File: config.mk
export PLATFORM = sky130hd
export DESIGN_NAME = joy_axis_timer
export DESIGN_NICKNAME = d
export VERILOG_FILES = /design/src/rtl/joy_pkg.sv /design/src/rtl/joy_prescaler.sv /design/src/rtl/joy_axis_counter.sv /design/src/rtl/joy_axis_timer.sv
export SDC_FILE = /design/constraint.sdc
export NUM_CORES = 1
export LEC_CHECK = 0
export BUFFER_PORTS_ARGS = -buffer_cell sky130_fd_sc_hd__buf_2
export CAP_MARGIN = 10
export CORE_ASPECT_RATIO = 2
export CORE_MARGIN = 2
export CORE_UTILIZATION = 25
export DETAILED_ROUTE_END_ITERATION = 10
export GPL_TIMING_DRIVEN = 0
export PLACE_DENSITY = 0.37
export SYNTH_ARGS = -nofsm -noshare
export SYNTH_HDL_FRONTEND = slang
export SYNTH_SLANG_ARGS = --single-unit
File: constraint.sdc
create_clock -name clk -period 4.2 [get_ports clk]
set_clock_uncertainty 0.15 [all_clocks]
set_input_delay 0.42 -clock clk [delete_from_list [all_inputs] [get_ports clk]]
set_output_delay 0.42 -clock clk [all_outputs]
set_load 0.02 [all_outputs]
File: src/rtl/joy_pkg.sv
package joy_pkg;

   typedef enum logic [1:0] {
      RATE_FULL  = 2'd0,
      RATE_HALF  = 2'd1,
      RATE_TWENT = 2'd2,
      RATE_SLOW  = 2'd3
   } joy_rate_e;

   localparam logic [2:0] OFS_LEGACY = 3'd0;
   localparam logic [2:0] OFS_AXCFG  = 3'd1;
   localparam logic [2:0] OFS_VAL_LO = 3'd2;
   localparam logic [2:0] OFS_VAL_HI = 3'd3;
   localparam logic [2:0] OFS_HWCFG  = 3'd4;

   localparam int VALUE_BYTES_W = 16;

endpackage

File: src/rtl/joy_prescaler.sv
module joy_prescaler
   import joy_pkg::*;
#(
   parameter int DIV_HALF  = 2,
   parameter int DIV_TWENT = 20,
   parameter int DIV_SLOW  = 200
) (
   input  logic      clk,
   input  logic      rst_n,
   input  logic      clear,
   input  joy_rate_e rate,
   output logic      tick
);
   localparam int PW = $clog2(DIV_SLOW);

   generate
      if (DIV_HALF < 2 || DIV_TWENT < DIV_HALF || DIV_SLOW < DIV_TWENT) begin : g_bad_div
         $error("joy_prescaler: divisors must rise from 2");
      end
   endgenerate

   logic [PW-1:0] pc_q;
   logic [PW-1:0] lim;

   always_comb begin
      unique case (rate)
         RATE_FULL:  lim = '0;
         RATE_HALF:  lim = PW'(DIV_HALF - 1);
         RATE_TWENT: lim = PW'(DIV_TWENT - 1);
         default:    lim = PW'(DIV_SLOW - 1);
      endcase
   end

   assign tick = (pc_q >= lim);

   always_ff @(posedge clk) begin
      if (!rst_n || clear || tick) pc_q <= '0;
      else                         pc_q <= pc_q + 1'b1;
   end

   AST_FULL_RATE_TICK: assert property (@(posedge clk) disable iff (!rst_n)
      (rate == RATE_FULL) |-> tick);

endmodule

File: src/rtl/joy_axis_counter.sv
module joy_axis_counter #(
   parameter int CNT_W = 16
) (
   input  logic             clk,
   input  logic             rst_n,
   input  logic             start,
   input  logic             enable,
   input  logic             tick,
   input  logic             cmp,
   output logic             running,
   output logic [CNT_W-1:0] value
);
   localparam logic [CNT_W-1:0] CNT_MAX = '1;

   always_ff @(posedge clk) begin
      if (!rst_n) begin
         running <= 1'b0;
         value   <= '0;
      end else if (start) begin
         running <= enable;
         if (enable) value <= '0;
      end else if (running) begin
         if (!cmp)                  running <= 1'b0;
         else if (tick) begin
            if (value == CNT_MAX)   running <= 1'b0;
            else                    value   <= value + 1'b1;
         end
      end
   end

   AST_START_CLEARS: assert property (@(posedge clk) disable iff (!rst_n)
      (start && enable) |=> (value == '0));
   AST_DISABLED_HOLDS: assert property (@(posedge clk) disable iff (!rst_n)
      (start && !enable) |=> $stable(value));
   AST_CMP_LOW_STOPS: assert property (@(posedge clk) disable iff (!rst_n)
      (running && !cmp && !start) |=> !running);
   AST_NO_WRAP: assert property (@(posedge clk) disable iff (!rst_n)
      (running && value == CNT_MAX && !start) |=> (value == CNT_MAX));

endmodule

File: src/rtl/joy_axis_timer.sv
module joy_axis_timer
   import joy_pkg::*;
#(
   parameter int AXES      = 4,
   parameter int CNT_W     = 16,
   parameter int REARM_GAP = 8,
   parameter int DIV_HALF  = 2,
   parameter int DIV_TWENT = 20,
   parameter int DIV_SLOW  = 200
) (
   input  logic            clk,
   input  logic            rst_n,
   input  logic [2:0]      reg_addr,
   input  logic            reg_wr,
   input  logic [7:0]      reg_wdata,
   output logic [7:0]      reg_rdata,
   input  logic [AXES-1:0] axis_cmp,
   output logic            irq,
   output logic            legacy_en
);
   localparam int GAP_W = $clog2(REARM_GAP + 1);

   generate
      if (AXES < 1 || AXES > 4) begin : g_bad_axes
         $error("joy_axis_timer: AXES must be 1..4");
      end
      if (CNT_W < 2 || CNT_W > VALUE_BYTES_W) begin : g_bad_cnt
         $error("joy_axis_timer: CNT_W must be 2..16");
      end
      if (REARM_GAP < 1) begin : g_bad_gap
         $error("joy_axis_timer: REARM_GAP must be at least 1");
      end
   endgenerate

   logic [3:0]       en_q;
   logic [1:0]       sel_q;
   logic             latch_q;
   logic             irq_en_q;
   joy_rate_e        rate_q;
   logic             legacy_q;
   logic             busy_q;
   logic             ready_q;
   logic [GAP_W-1:0] gap_q;

   logic                       tick;
   logic [AXES-1:0]            run;
   logic [AXES-1:0][CNT_W-1:0] vals;
   logic                       wr_val, wr_leg, auto_go, start;
   logic [VALUE_BYTES_W-1:0]   sel_wide;

   assign wr_val  = reg_wr && (reg_addr == OFS_VAL_LO);
   assign wr_leg  = reg_wr && (reg_addr == OFS_LEGACY) && (|en_q[AXES-1:0]) && irq_en_q;
   assign auto_go = latch_q && ready_q && tick && (gap_q == GAP_W'(REARM_GAP - 1));
   assign start   = wr_val || wr_leg || auto_go;

   // host-writable configuration
   always_ff @(posedge clk) begin
      if (!rst_n) begin
         en_q     <= '0;
         sel_q    <= '0;
         latch_q  <= 1'b0;
         irq_en_q <= 1'b0;
         rate_q   <= RATE_FULL;
         legacy_q <= 1'b0;
      end else if (reg_wr) begin
         if (reg_addr == OFS_AXCFG) begin
            en_q    <= reg_wdata[3:0];
            sel_q   <= reg_wdata[5:4];
            latch_q <= reg_wdata[6];
         end else if (reg_addr == OFS_HWCFG) begin
            irq_en_q <= reg_wdata[0];
            rate_q   <= joy_rate_e'(reg_wdata[2:1]);
            legacy_q <= reg_wdata[3];
         end
      end
   end

   // measurement sequencing and continuous re-arm
   always_ff @(posedge clk) begin
      if (!rst_n) begin
         busy_q  <= 1'b0;
         ready_q <= 1'b0;
         gap_q   <= '0;
      end else if (start) begin
         busy_q  <= 1'b1;
         ready_q <= 1'b0;
         gap_q   <= '0;
      end else if (busy_q && (run == '0)) begin
         busy_q  <= 1'b0;
         ready_q <= 1'b1;
      end else if (!latch_q) begin
         gap_q <= '0;
      end else if (ready_q && tick) begin
         gap_q <= gap_q + 1'b1;
      end
   end

   joy_prescaler #(
      .DIV_HALF  (DIV_HALF),
      .DIV_TWENT (DIV_TWENT),
      .DIV_SLOW  (DIV_SLOW)
   ) u_prescaler (
      .clk   (clk),
      .rst_n (rst_n),
      .clear (start),
      .rate  (rate_q),
      .tick  (tick)
   );

   generate
      for (genvar i = 0; i < AXES; i++) begin : g_axis
         joy_axis_counter #(.CNT_W(CNT_W)) u_cnt (
            .clk     (clk),
            .rst_n   (rst_n),
            .start   (start),
            .enable  (en_q[i]),
            .tick    (tick),
            .cmp     (axis_cmp[i]),
            .running (run[i]),
            .value   (vals[i])
         );
      end
   endgenerate

   always_comb begin
      sel_wide = '0;
      for (int k = 0; k < AXES; k++) begin
         if (sel_q == 2'(k)) sel_wide[CNT_W-1:0] = vals[k];
      end
   end

   always_comb begin
      unique case (reg_addr)
         OFS_AXCFG:  reg_rdata = {ready_q, latch_q, sel_q, en_q};
         OFS_VAL_LO: reg_rdata = sel_wide[7:0];
         OFS_VAL_HI: reg_rdata = sel_wide[15:8];
         OFS_HWCFG:  reg_rdata = {4'b0000, legacy_q, rate_q, irq_en_q};
         default:    reg_rdata = 8'h00;
      endcase
   end

   assign irq       = ready_q & irq_en_q;
   assign legacy_en = legacy_q;

   AST_READY_IDLE: assert property (@(posedge clk) disable iff (!rst_n)
      ready_q |-> (run == '0));
   AST_LEGACY_GATED: assert property (@(posedge clk) disable iff (!rst_n)
      (reg_wr && reg_addr == OFS_LEGACY && !irq_en_q && !auto_go && !busy_q) |=> !busy_q);

endmodule

# Word-level counts from Yosys, hierarchy flattened
# Index checks and enable logic that the tools add are counted.
[totals]
regBits = 93
latchBits = 0
ramBits = 0
mem_bits_ro = 0
input_bits = 18
elab_cells = 143
memories = 0
[classes]
add_sub_neg = 6
n_mul = 0
div_mod_pow = 0
order_cmp = 1
n_eq_ne = 23
shift = 0
mux = 54
bitwise_logic = 4
n_reduce_logical = 37
[ops]
columns = ["operator", "count"]
rows = [
  ["16-bit 2-to-1 mux", 28],
  ["16-bit by 1-bit adder with 16-bit output (second input constant)", 4],
  ["16-bit == test (second input constant)", 4],
  ["8-bit case mux with 4 select lines", 1],
  ["8-bit case mux with 3 select lines", 1],
  ["1-bit 2-to-1 mux", 22],
  ["5-bit AND reduction", 4],
  ["2-bit nonzero test", 10],
  ["2-bit inequality test (second input constant)", 8],
  ["1-bit logical AND", 9],
  ["8-bit by 1-bit adder with 8-bit output (second input constant)", 1],
  ["8-bit greater-or-equal comparator", 1],
  ["4-bit 2-to-1 mux", 2],
  ["2-bit == test (second input constant)", 3],
  ["3-bit by 2-bit == test with 1-bit output (second input constant)", 2],
  ["4-bit by 1-bit adder with 4-bit output (second input constant)", 1],
  ["2-bit by 1-bit == test with 1-bit output (second input constant)", 2],
  ["4-bit by 3-bit == test with 1-bit output (second input constant)", 1],
  ["2-bit zero test", 2],
  ["4-bit zero test", 1],
  ["1-bit logical OR", 4],
  ["2-bit AND reduction", 2],
  ["4-bit OR reduction", 1],
  ["3-bit by 1-bit == test with 1-bit output (second input constant)", 1],
  ["8 further kinds", 10],
]

# Longest topological paths before layout
[depth]
word_depth = 8
ltp_mapped = 10
ltp_nobuf = 8

# Hierarchy
# Synthesis repeated with hierarchy kept, for this count alone.
[hier_totals]
hier_cells = 692
hier_area_um2 = 6174.7
[by_module_without_submodules]
columns = ["module", "instances", "cells_per_inst", "area_each_um2"]
rows = [
  ["joy_axis_counter", 4, 118, 1037.2],
  ["joy_axis_timer", 1, 167, 1514.0],
  ["joy_prescaler", 1, 53, 511.7],
]

# Worst setup path before layout
# No wires, ideal clock.
[synth_timing]
path_kind = "reg2reg"
from = "reg rate_q[1]"
to = "reg g_axis[2].u_cnt.value[14]"
setup_ns = 0.122
arrival_ns = 2.624
required_time_ns = 3.928
path_slack_ns = 1.304
path_stages_with_launch = 11
n_path_buf = 2
path_cell_list = "dfxtp_1 -> or2_2 -> ha_1 -> nand2b_1 -> a2111oi_4 -> o311a_4 -> or3_1 -> buf_2 -> and3_4 -> buf_6 -> a221o_1"
[synth_between]
elab_chain_cells = 8
elab_cells_between_ends = 15
[synth_rtl]
columns = ["element", "line_no", "rtl"]
rows = [
  ["start: declaration", "joy_axis_timer.sv:39", "joy_rate_e rate_q;"],
  ["start signal: assignment", "joy_axis_timer.sv:72", "rate_q <= joy_rate_e'(reg_wdata[2:1]);"],
  ["2-bit == test (tied with other cells)", "joy_prescaler.sv:26", "unique case (rate)"],
  ["8-bit case mux with 3 select lines *", "joy_prescaler.sv:26", ""],
  ["8-bit greater-or-equal comparator *", "joy_prescaler.sv:34", "assign tick = (pc_q >= lim);"],
  ["1-bit logical AND (2 in a row)", "joy_axis_timer.sv:53", "assign auto_go = latch_q && ready_q && tick && (gap_q == GAP_W'(REARM_GAP - 1));"],
  ["1-bit logical OR", "joy_axis_timer.sv:54", "assign start = wr_val || wr_leg || auto_go;"],
  ["2-bit inequality test (no line) / 2-bit nonzero test (equally long branches)", "n/a", ""],
  ["5-bit AND reduction (no line)", "n/a", ""],
  ["end signal: assignment", "joy_axis_counter.sv:26", "else value <= value + 1'b1;"],
  ["end: declaration", "joy_axis_counter.sv:11", "output logic [CNT_W-1:0] value"],
]
# Every way passes the cells marked *; elsewhere a longest branch is shown, timed or not.
# A chain may end at the register's enable or synchronous reset.

# Worst setup path in the final report
[layout_timing]
from = "reg rate_q[1]"
to = "reg g_axis[2].u_cnt.value[12]"
# The elaborated chain is that of the path after synthesis.

==> run summary <==
status: finished clean
drt total wl: 21000 um
Initial Utilization: 25.5%
post-DP HPWL: 16600 um
vias in the first global route: 5188
Reg area: 1860 um^2
distinct cell type count after synthesis: 76
H-tree Lvls: 3
Mapped Area: 5620 um^2
Finish-stage setup viols: 0
Synth Warn #: 0
Worst Setup SP: rate_q[1]
kind of critical path: flip-flop to flip-flop
Syn Nets: 687
area of the multi-input gates: 3560 um^2
1st-pass router iterations: 5
routability cong.: 0.894
Final Hold Vio Count: 0
post-CTS setup buffers: 0
hold path start: reg_wdata[2]
n_diodes: 0
Fmax: 267 MHz
CTS Hold Bufs: 0
worst vdd ir: 0.168 mV
Synth async-reset ratio: 0%
CTS Sinks: 93
Max Root-Sink Buffers: 2
global-route wire length before repair: 31500 um
# port buffers: 26
PwrDens: 282 nW/um^2
Total Nets Final: 725
sequential area share after synthesis: 33.1%
detailed-route DRC error count: 0
DR vias: 5347
ys flop type: dfxtp_1
Worst Hold Class: primary input to flip-flop
Post-Syn Area per Cell: 8.55 um^2
CP cell instances: or2_2 > ha_1 > nand2b_1 > a2111oi_4 > o311a_4 > buf_2 > o21ai_1 > clkbuf_1 > o21ai_0 > o21ba_1
vias per std cell: 5.48
critical path required time: 4.31 ns
WP data arrival: 3.85 ns
Crit path buffers/inverters: 2
cts bufs inserted: 9
synthesis-stage register bit count: 93
setup tns final: 0 ns
area grow syn2layout: 13.7%
CTS tree: yes
Max-cap violations: 0
cell taking the most area after synthesis: dfxtp_1
post-layout min period: 3.74 ns
Post-Place Cell Area: 6110 um^2
GRT Total Usage: 18.3%
Cell Count, Final, Fillers Out: 975
Startpoint Class: flip-flop
EDFF count, synth: 0
Cell Rows: 77
Cells after Synth: 657
post-route cell area: 6390 um^2
Max-slew headroom: 42.2%
Avg WL per Cell: 21.5 um
pin slew with the least headroom to its limit: 0.867 ns
CORE AREA: 22100 um^2
post-CTS resize count: 0
I/O pin total: 28
fin util: 29.0%
leakage power: 2.45 nW
critical path capture point type: flip-flop
final worst-path cycle share: 89.1%
PnR worst setup slack: 0.458 ns
RSZ-0062 raised after global routing: no
Final Max Slew Viols: 0
chip width: 110 um
antenna violations before repair: 0
fill count: 2344
Slowest-stage cell, CP: clkbuf_1
DP Cell Count: 960
delay-heaviest family, CP: compound AO/OA/AOI/OAI gates
Crit Path Max Fanout: 10
largest net degree at the start of global routing: 14
gr ovfl total: 0
top cells by area, synth: dfxtp_1 33%, nand3_1 4.7%, and3_1 4.0%, mux2i_1 3.9%, nor2_1 3.7%
die area: 23800 um^2
worst skew pair latency: 0.36 ns
clock root cell: clkbuf_16
dpl ws: 0.450 ns
RR Startpoint: rate_q[1]
ANT nets after route: 0
Reg clk slew, reported paths: 0.06 ns
height of the die: 216 um
Initial DRC Count: 338
area share of the largest cell type after synthesis: 33.1%
layout cells sized above 1: 12.0%
CP peak stage delay: 0.65 ns
## layer usage
layer	track usage (%)	up-vias	share of wire, %
met1	19.6	2605	38
li1	-	2577	-
met5	0	-	0
met2	33.1	124	54
met3	3.20	41	3.4
met4	9.11	0	4.2
## cells in the final DEF (no fill, tap or decap), drive strengths merged, types with 12 or more instances in the layout
master / Yosys / layout
dfxtp: 93 / 93
nor2: 55 / 55
nand3: 54 / 54
nand2: 51 / 51
buf: 14 / 41
and3: 37 / 37
clkbuf: 19 / 33
a21oi: 31 / 31
o21ai: 24 / 24
mux2i: 22 / 22
nor3: 19 / 19
a211o: 16 / 16
nand4: 14 / 14
a22o: 12 / 12
ha: 12 / 12
## cell type report
class,instances,area share [%]
Sequential cell,93,29.1
Inverter,10,0.588
Multi-Input combinational cell,521,55.8
Clock buffer,14,4.29
Timing Repair Buffer,27,2.15
Clock inverter,1,0.0783
Buffer,33,2.57
Tap cell,276,5.41
## final timing paths
check / to / slack, ns / cells after the start
max reg2reg: g_axis[2].u_cnt.value[12] / 0.46 / 10
max: g_axis[2].u_cnt.value[12] / 0.46 / 10
min: rate_q[1] / 0.16 / 3
min reg2reg: busy_q / 0.33 / 2
## Yosys cell counts (all sizes together), types with 7 or more instances
master	instances
dfxtp	93
nor2	55
nand3	54
nand2	51
and3	37
a21oi	31
o21ai	24
mux2i	22
clkbuf	19
nor3	19
a211o	16
buf	14
nand4	14
a22o	12
ha	12
a31oi	11
inv	10
xnor2	9
a21o	8
mux4	8
nor2b	8
a221o	7
a22oi	7
and2	7
nand2b	7
nor4	7
xor2	7
## logic make-up (layout without fill, tap and decap cells)
kind of cell | after synthesis | in the layout | share of synthesized area, %
buf+inv | 43 | 85 | 3.58
fa+ha+maj | 12 | 12 | 2.67
xor+xnor | 16 | 16 | 2.49
compound gates | 167 | 167 | 22.3
flops | 93 | 93 | 33.1
simple gates | 290 | 290 | 27.5
mux | 36 | 36 | 8.33
## tightest hold or removal path, delay by kind of cell
| family | cells | cell delay, ns |
|---|---|---|
| and+or+nand+nor | 1 | 0.07 |
| buffers and inverters | 1 | 0.09 |
| AOI/OAI and AO/OA | 1 | 0.05 |
## where the power goes
group | switching (mW) | internal (mW) | total [mW]
Combinational | 0.0749 | 0.0316 | 0.107
Sequential | 0.00402 | 0.885 | 0.889
Clock | 0.359 | 0.447 | 0.806
## through the flow
| stage | power [mW] | hold slack [ns] |
|---|---|---|
| 6_report | 1.80 | 0.157 |
| 3_5_place_dp | 1.02 | 0.322 |
| 5_1_grt | 1.88 | 0.168 |
| 3_3_place_gp | 1.02 | 0.311 |
| 4_1_cts | 1.84 | 0.133 |
| 2_1_floorplan | 0.969 | 0.295 |
## sequential cells by signal, indices dropped and copies added (netlist names)
signal	flops
busy_q	1
en_q	4
legacy_en	1
gap_q	4
rate_q	2
latch_q	1
ready_q	1
u_prescaler.pc_q	8
irq_en_q	1
g_axis.u_cnt.running	4
sel_q	2
g_axis.u_cnt.value	64
(Power assumes the default switching activity.)
